File: src/rtl/bfu_pkg.sv
package bfu_pkg;

    typedef enum logic [2:0] {
        OP_RD      = 3'd0,
        OP_RD_CODE = 3'd1,
        OP_RD_DESC = 3'd2,
        OP_WR      = 3'd3,
        OP_WR_SWAP = 3'd4,
        OP_WR_DESC = 3'd5
    } bfu_op_e;

    typedef enum logic [1:0] {
        ROLE_PTR  = 2'd0,
        ROLE_DATA = 2'd1,
        ROLE_DESC = 2'd2
    } pop_role_e;

    typedef enum logic [2:0] {
        ST_IDLE   = 3'd0,
        ST_POP    = 3'd1,
        ST_FETCH  = 3'd2,
        ST_RESULT = 3'd3,
        ST_STORE  = 3'd4
    } bfu_state_e;

    function automatic logic op_is_valid(input logic [2:0] code);
        return code <= 3'd5;
    endfunction

    function automatic logic op_is_write(input bfu_op_e op);
        return (op == OP_WR) || (op == OP_WR_SWAP) || (op == OP_WR_DESC);
    endfunction

    // number of stack words an operation consumes
    function automatic logic [1:0] op_pops(input bfu_op_e op);
        case (op)
            OP_RD, OP_RD_CODE:                   return 2'd1;
            OP_RD_DESC, OP_WR, OP_WR_SWAP:       return 2'd2;
            OP_WR_DESC:                          return 2'd3;
            default:                             return 2'd1;
        endcase
    endfunction

    // meaning of the idx-th popped word for a given operation
    function automatic pop_role_e op_role(input bfu_op_e op, input logic [1:0] idx);
        case (op)
            OP_RD_DESC: return (idx == 2'd0) ? ROLE_DESC : ROLE_PTR;
            OP_WR:      return (idx == 2'd0) ? ROLE_PTR  : ROLE_DATA;
            OP_WR_SWAP: return (idx == 2'd0) ? ROLE_DATA : ROLE_PTR;
            OP_WR_DESC: return (idx == 2'd0) ? ROLE_DESC :
                               (idx == 2'd1) ? ROLE_PTR  : ROLE_DATA;
            default:    return ROLE_PTR;
        endcase
    endfunction

endpackage

File: src/rtl/bfu_field_geom.sv
module bfu_field_geom #(
    parameter int DATA_W = 16,
    localparam int POS_W = $clog2(DATA_W),
    localparam int SEL_W = 2 * POS_W
) (
    input  logic [SEL_W-1:0]  sel,
    output logic [POS_W-1:0]  shift,
    output logic [DATA_W-1:0] mask
);
    localparam int WW = POS_W + 1;

    logic [POS_W-1:0] start_bit;
    logic [POS_W-1:0] len_m1;
    logic [WW-1:0]    last_bit;
    logic [WW-1:0]    width;

    assign start_bit = sel[SEL_W-1:POS_W];
    assign len_m1    = sel[POS_W-1:0];
    assign last_bit  = {1'b0, start_bit} + {1'b0, len_m1};

    always_comb begin
        if (last_bit > WW'(DATA_W - 1)) begin
            // field cut at the least significant end of the word
            shift = '0;
            width = WW'(DATA_W) - {1'b0, start_bit};
        end else begin
            shift = POS_W'(WW'(DATA_W - 1) - last_bit);
            width = {1'b0, len_m1} + WW'(1);
        end
    end

    for (genvar g = 0; g < DATA_W; g++) begin : g_mask
        assign mask[g] = (WW'(g) < width);
    end

endmodule

File: src/rtl/bfu_field_alu.sv
module bfu_field_alu #(
    parameter int DATA_W = 16,
    localparam int POS_W = $clog2(DATA_W)
) (
    input  logic [DATA_W-1:0] word,
    input  logic [DATA_W-1:0] data,
    input  logic [POS_W-1:0]  shift,
    input  logic [DATA_W-1:0] mask,
    output logic [DATA_W-1:0] extracted,
    output logic [DATA_W-1:0] merged
);
    logic [DATA_W-1:0] placed_mask;
    logic [DATA_W-1:0] placed_data;

    assign placed_mask = mask << shift;
    assign placed_data = (data & mask) << shift;
    assign extracted   = (word >> shift) & mask;
    assign merged      = (word & ~placed_mask) | placed_data;

endmodule

File: src/rtl/bitfield_rw_unit.sv
module bitfield_rw_unit
    import bfu_pkg::*;
#(
    parameter int DATA_W = 16,
    parameter int ADDR_W = 16,
    localparam int POS_W = $clog2(DATA_W),
    localparam int SEL_W = 2 * POS_W,
    localparam int OFF_W = DATA_W - SEL_W
) (
    input  logic              clk,
    input  logic              rst_n,
    input  logic              cmd_valid,
    input  logic [2:0]        cmd_op,
    input  logic [OFF_W-1:0]  cmd_offset,
    input  logic [SEL_W-1:0]  cmd_sel,
    output logic              cmd_ready,
    output logic              pop_req,
    input  logic [DATA_W-1:0] pop_data,
    output logic              push_req,
    output logic [DATA_W-1:0] push_data,
    output logic              mem_rd,
    output logic              mem_wr,
    output logic              mem_code,
    output logic [ADDR_W-1:0] mem_addr,
    output logic [DATA_W-1:0] mem_wdata,
    input  logic [DATA_W-1:0] mem_rdata,
    output logic              done
);

    typedef struct packed {
        bfu_state_e        state;
        bfu_op_e           op;
        logic [1:0]        idx;
        logic [DATA_W-1:0] ptr;
        logic [DATA_W-1:0] data;
        logic [OFF_W-1:0]  offset;
        logic [SEL_W-1:0]  sel;
        logic [DATA_W-1:0] word;
    } regs_t;

    regs_t r_q, r_d;

    logic [POS_W-1:0]  fld_shift;
    logic [DATA_W-1:0] fld_mask;
    logic [DATA_W-1:0] fld_value;
    logic [DATA_W-1:0] fld_merged;

    bfu_field_geom #(.DATA_W(DATA_W)) u_geom (
        .sel   (r_q.sel),
        .shift (fld_shift),
        .mask  (fld_mask)
    );

    bfu_field_alu #(.DATA_W(DATA_W)) u_alu (
        .word      (mem_rdata),
        .data      (r_q.data),
        .shift     (fld_shift),
        .mask      (fld_mask),
        .extracted (fld_value),
        .merged    (fld_merged)
    );

    always_comb begin
        r_d       = r_q;
        cmd_ready = (r_q.state == ST_IDLE);
        pop_req   = 1'b0;
        push_req  = 1'b0;
        mem_rd    = 1'b0;
        mem_wr    = 1'b0;
        done      = 1'b0;
        mem_addr  = ADDR_W'(r_q.ptr) + ADDR_W'(r_q.offset);
        mem_code  = (r_q.op == OP_RD_CODE);
        mem_wdata = r_q.word;
        push_data = fld_value;

        case (r_q.state)
            ST_IDLE: begin
                if (cmd_valid && op_is_valid(cmd_op)) begin
                    r_d.op     = bfu_op_e'(cmd_op);
                    r_d.offset = cmd_offset;
                    r_d.sel    = cmd_sel;
                    r_d.idx    = 2'd0;
                    r_d.state  = ST_POP;
                end
            end
            ST_POP: begin
                pop_req = 1'b1;
                case (op_role(r_q.op, r_q.idx))
                    ROLE_PTR:  r_d.ptr  = pop_data;
                    ROLE_DATA: r_d.data = pop_data;
                    ROLE_DESC: begin
                        r_d.offset = pop_data[DATA_W-1:SEL_W];
                        r_d.sel    = pop_data[SEL_W-1:0];
                    end
                    default: ;
                endcase
                if (r_q.idx == op_pops(r_q.op) - 2'd1) begin
                    r_d.state = ST_FETCH;
                end else begin
                    r_d.idx = r_q.idx + 2'd1;
                end
            end
            ST_FETCH: begin
                mem_rd    = 1'b1;
                r_d.state = ST_RESULT;
            end
            ST_RESULT: begin
                if (op_is_write(r_q.op)) begin
                    r_d.word  = fld_merged;
                    r_d.state = ST_STORE;
                end else begin
                    push_req  = 1'b1;
                    done      = 1'b1;
                    r_d.state = ST_IDLE;
                end
            end
            ST_STORE: begin
                mem_wr    = 1'b1;
                done      = 1'b1;
                r_d.state = ST_IDLE;
            end
            default: r_d.state = ST_IDLE;
        endcase
    end

    always_ff @(posedge clk) begin
        if (!rst_n) begin
            r_q <= '{state: ST_IDLE, op: OP_RD, default: '0};
        end else begin
            r_q <= r_d;
        end
    end

endmodule

File: config.mk
export PLATFORM = sky130hd
export DESIGN_NAME = bitfield_rw_unit
export DESIGN_NICKNAME = d
export VERILOG_FILES = /design/src/rtl/bfu_pkg.sv /design/src/rtl/bfu_field_geom.sv /design/src/rtl/bfu_field_alu.sv /design/src/rtl/bitfield_rw_unit.sv
export SDC_FILE = /design/constraint.sdc
export NUM_CORES = 1
export LEC_CHECK = 0
export BUFFER_PORTS_ARGS = -buffer_cell sky130_fd_sc_hd__buf_2
export CAP_MARGIN = 30
export CORE_UTILIZATION = 63
export DETAILED_ROUTE_END_ITERATION = 8
export HOLD_SLACK_MARGIN = 0.05
export MAX_ROUTING_LAYER = met4
export PLACE_DENSITY = 0.87
export SYNTH_ARGS = -nofsm -noshare
export SYNTH_HDL_FRONTEND = slang
export SYNTH_HIERARCHICAL = 1
export SYNTH_SLANG_ARGS = --single-unit
File: constraint.sdc
create_clock -name clk -period 6 [get_ports clk]
set_input_delay 0.3 -clock clk [delete_from_list [all_inputs] [get_ports clk]]
set_output_delay 0.3 -clock clk [all_outputs]
set_load 0.01 [all_outputs]
==> metrics.md <==
| Metric | Value |
|---|---|
| Cts bufs inserted | 9 |
| Setup crit end kind | output pin |
| P_leak | 3.22 nW |
| Core area | 10900 um2 |
| First-pass GRT wire length | 32.6 mm |
| Commonest non-fill, non-tap cell in the layout | nand2_1 |
| Tcrit/Tclk final | 78.7% |
| Final setup fails | 0 |
| Avg Synthesized Cell Area | 8.15 um2 |
| PwrDens | 313 nW/um2 |
| Cell taking the most area after synthesis | dfxtp_1 |
| DR pass1 iterations | 6 |
| Cell row count | 38 |
| Total global routing track utilization | 36.8% |
| DR DRC count | 0 |
| Die height | 108 um |
| Setup crit start kind | flip-flop |
| Yosys top cell area share | 20.4% |
| CTS tree | done |
| I/O pin cnt | 109 |
| Critical-path maximum fanout | 34 |
| Final WL | 20.6 mm |
| Mux cell area share after synthesis | 20.4% |
| Final nets | 986 |
| Synthesized net count | 939 |
| Max Fclk | 0.212 GHz |
| Starting Density | 64.8% |
| Reg2reg setup slack | 1.57 ns |
| Max-cap viol count | 0 |
| Synth Cell Area | 7050 um2 |
| Clk_lat worst skew | 0.35 ns |
| Hold depth | 3 |
| Total grt overflow | 0 |
| Postcts setup bufs | 0 |
| Routed len/inst | 19.5 um |
| Antenna-violating nets left | 0 |
| Slew @ Worst Pin | 1.00 ns |
| RSZ-0062 raised after global routing | false |
| Cell area after layout | 7520 um2 |
| Cell count after synthesis | 866 |
| Status | finished clean |
| Critical path arrival | 4.42 ns |
| Largest net degree at the start of global routing | 52 |
| Area grow syn2layout | 6.56% |
| GPL Wtd Cong | 1.02 |
| Fin crit period | 4.72 ns |
| Post-CTS Hold Buffers | 0 |
| Clock slew at reported path FFs | 0.08 ns |
| Area contributors post-synth | dfxtp_1 20%, mux2i_1 14%, nand2_1 7.2%, mux4_2 3.2%, ha_1 3.0% |
| Initial antenna violation count | 0 |
| Via count | 7098 |
| Die width | 108 um |
| N_diodes | 0 |
| Ys async rst share | 0% |
| Warnings from Yosys | 6 |
| Area share of fa/ha/maj cells after synthesis | 3.72% |
| Seq cells post-synth | 72 |
| Worst endpoint required time | 5.70 ns |
| Number of synthesized flops with an enable pin | 0 |
| Die ar. | 11600 um2 |
| Seq/Total Area, Yosys | 20.4% |
| DRT iter0 DRCs | 1059 |
| Hold Crit Class | primary input to flip-flop |
| Rel. slew slack | 33.2% |
| Worst setup margin | 1.28 ns |
| CTS Root Buffer Type | clkbuf_8 |
| H-tree Lvls | 3 |
| CTS max path bufs | 2 |
| Setup CP Type | flip-flop to output pin |
| Xor/xnor share of the synthesized area | 1.84% |
| CTS resizes | 0 |
| Placed instance area | 7310 um2 |
| Compound-cell area share of the yosys netlist | 20.7% |
| Largest family of logic cells by synthesized area | simple AND/OR/NAND/NOR gates |
| Pins Over Slew Limit | 0 |
| Synth Area in Simple Gates | 23.6% |
| Post-Route Skew | 0.00904 ns |
| Commonest non-fill, non-tap cells in the layout | 135 x nand2_1, 108 x buf_2, 98 x mux2i_1, 72 x dfxtp_1, 36 x nor2_1 |
| Worst R2R Path Depth | 13 |
| Setup_tns | 0 ns |
| Dpl ws | 1.58 ns |
| Synth cell types | 98 |
| Number of global-route vias before repair | 6533 |
| Final Hold Vio Count | 0 |
| Max IR drop VDD | 177 uV |
| Top_reg_cell synth | dfxtp_1 |
| Num Clock Sinks | 72 |
| Vias/cell | 6.72 |
| Fraction of layout cells with a size suffix above 1 | 20.8% |
| DP HPWL | 15.1 mm |
| PortBufs | 108 |
[final timing paths]
check / startpoint / end
worst max-delay path: r_q[16] / push_data[2]
worst min-delay path: cmd_op[0] / r_q[66]
worst max register to register: r_q[16] / mem_wdata[14]
worst min register to register: r_q[39] / r_q[39]
[logic make-up (layout without fill, tap and decap cells)]
kind of cell    count (synthesis)  count (layout)
fa+ha+maj                      20              20
flops                          72              72
simple gates                  325             325
buf+inv                       105             156
compound gates                204             204
mux                           126             126
xor+xnor                       14              14
[report_power, final]
group	internal [mW]	switching (mW)	total, mW
sequential	0.514	0.0683	0.583
clock	0.201	0.181	0.382
combinational	0.562	0.830	1.39
total	1.28	1.08	2.36
[layout make-up]
type / instances / area [um2]
multi-input combinational: 689 / 4980
fill: 904 / 3370
sequential: 72 / 1440
timing repair buffer: 120 / 643
tap: 140 / 175
clock buffer: 12 / 145
inverter: 21 / 91.3
clock inverter: 3 / 42.5
[critical path: stages, from the launching register on]
cell,delay [ns]
dfxtp_1,0.46
ha_1,0.32
fa_1,0.40
a21o_1,0.22
a21o_1,0.43
nor2_4,0.71
buf_4,0.42
mux2_2,0.39
and2_0,0.15
mux2i_1,0.21
nand2_1,0.08
o211a_1,0.14
buf_2,0.13
[per-stage QoR]
stage | cells | utilization, % | total power [mW] | hold WS, ns
global route | 1057 | 69.0 | 2.47 | 0.183
finish | 1057 | 69.0 | 2.36 | 0.186
global placement | 1041 | 67.1 | 1.91 | 0.445
floorplan | 866 | - | 1.68 | 0.435
detailed placement | 1041 | 67.1 | 1.92 | 0.454
CTS | 1056 | 68.9 | 2.30 | 0.172
[sequential cells by signal, indices dropped and copies added, names as in the netlist]
| signal | flops |
|---|---|
| r_q | 56 |
| mem_wdata | 16 |
[metal layers]
layer	part of all wire [%]	track usage (%)
met5	0	-
met4	3.8	17.6
met3	10	9.44
met2	45	57.1
met1	41	44.6
[synth_stat cells, types with 9 or more instances]
| cell type | number |
|---|---|
| nand4_1 | 9 |
| dfxtp_1 | 72 |
| clkbuf_1 | 21 |
| nand2b_1 | 16 |
| xnor2_1 | 10 |
| nor2b_1 | 12 |
| o211ai_1 | 15 |
| ha_1 | 17 |
| and2_1 | 10 |
| o21ai_0 | 35 |
| inv_1 | 17 |
| buf_4 | 24 |
| a21oi_1 | 34 |
| nor2_1 | 40 |
| nand2_1 | 135 |
| mux4_2 | 10 |
| buf_2 | 20 |
| nand3_1 | 24 |
| buf_6 | 13 |
| mux2_2 | 11 |
| nor3_1 | 22 |
| a311oi_1 | 16 |
| mux2i_1 | 98 |
Power figures use the tool's default switching activity.
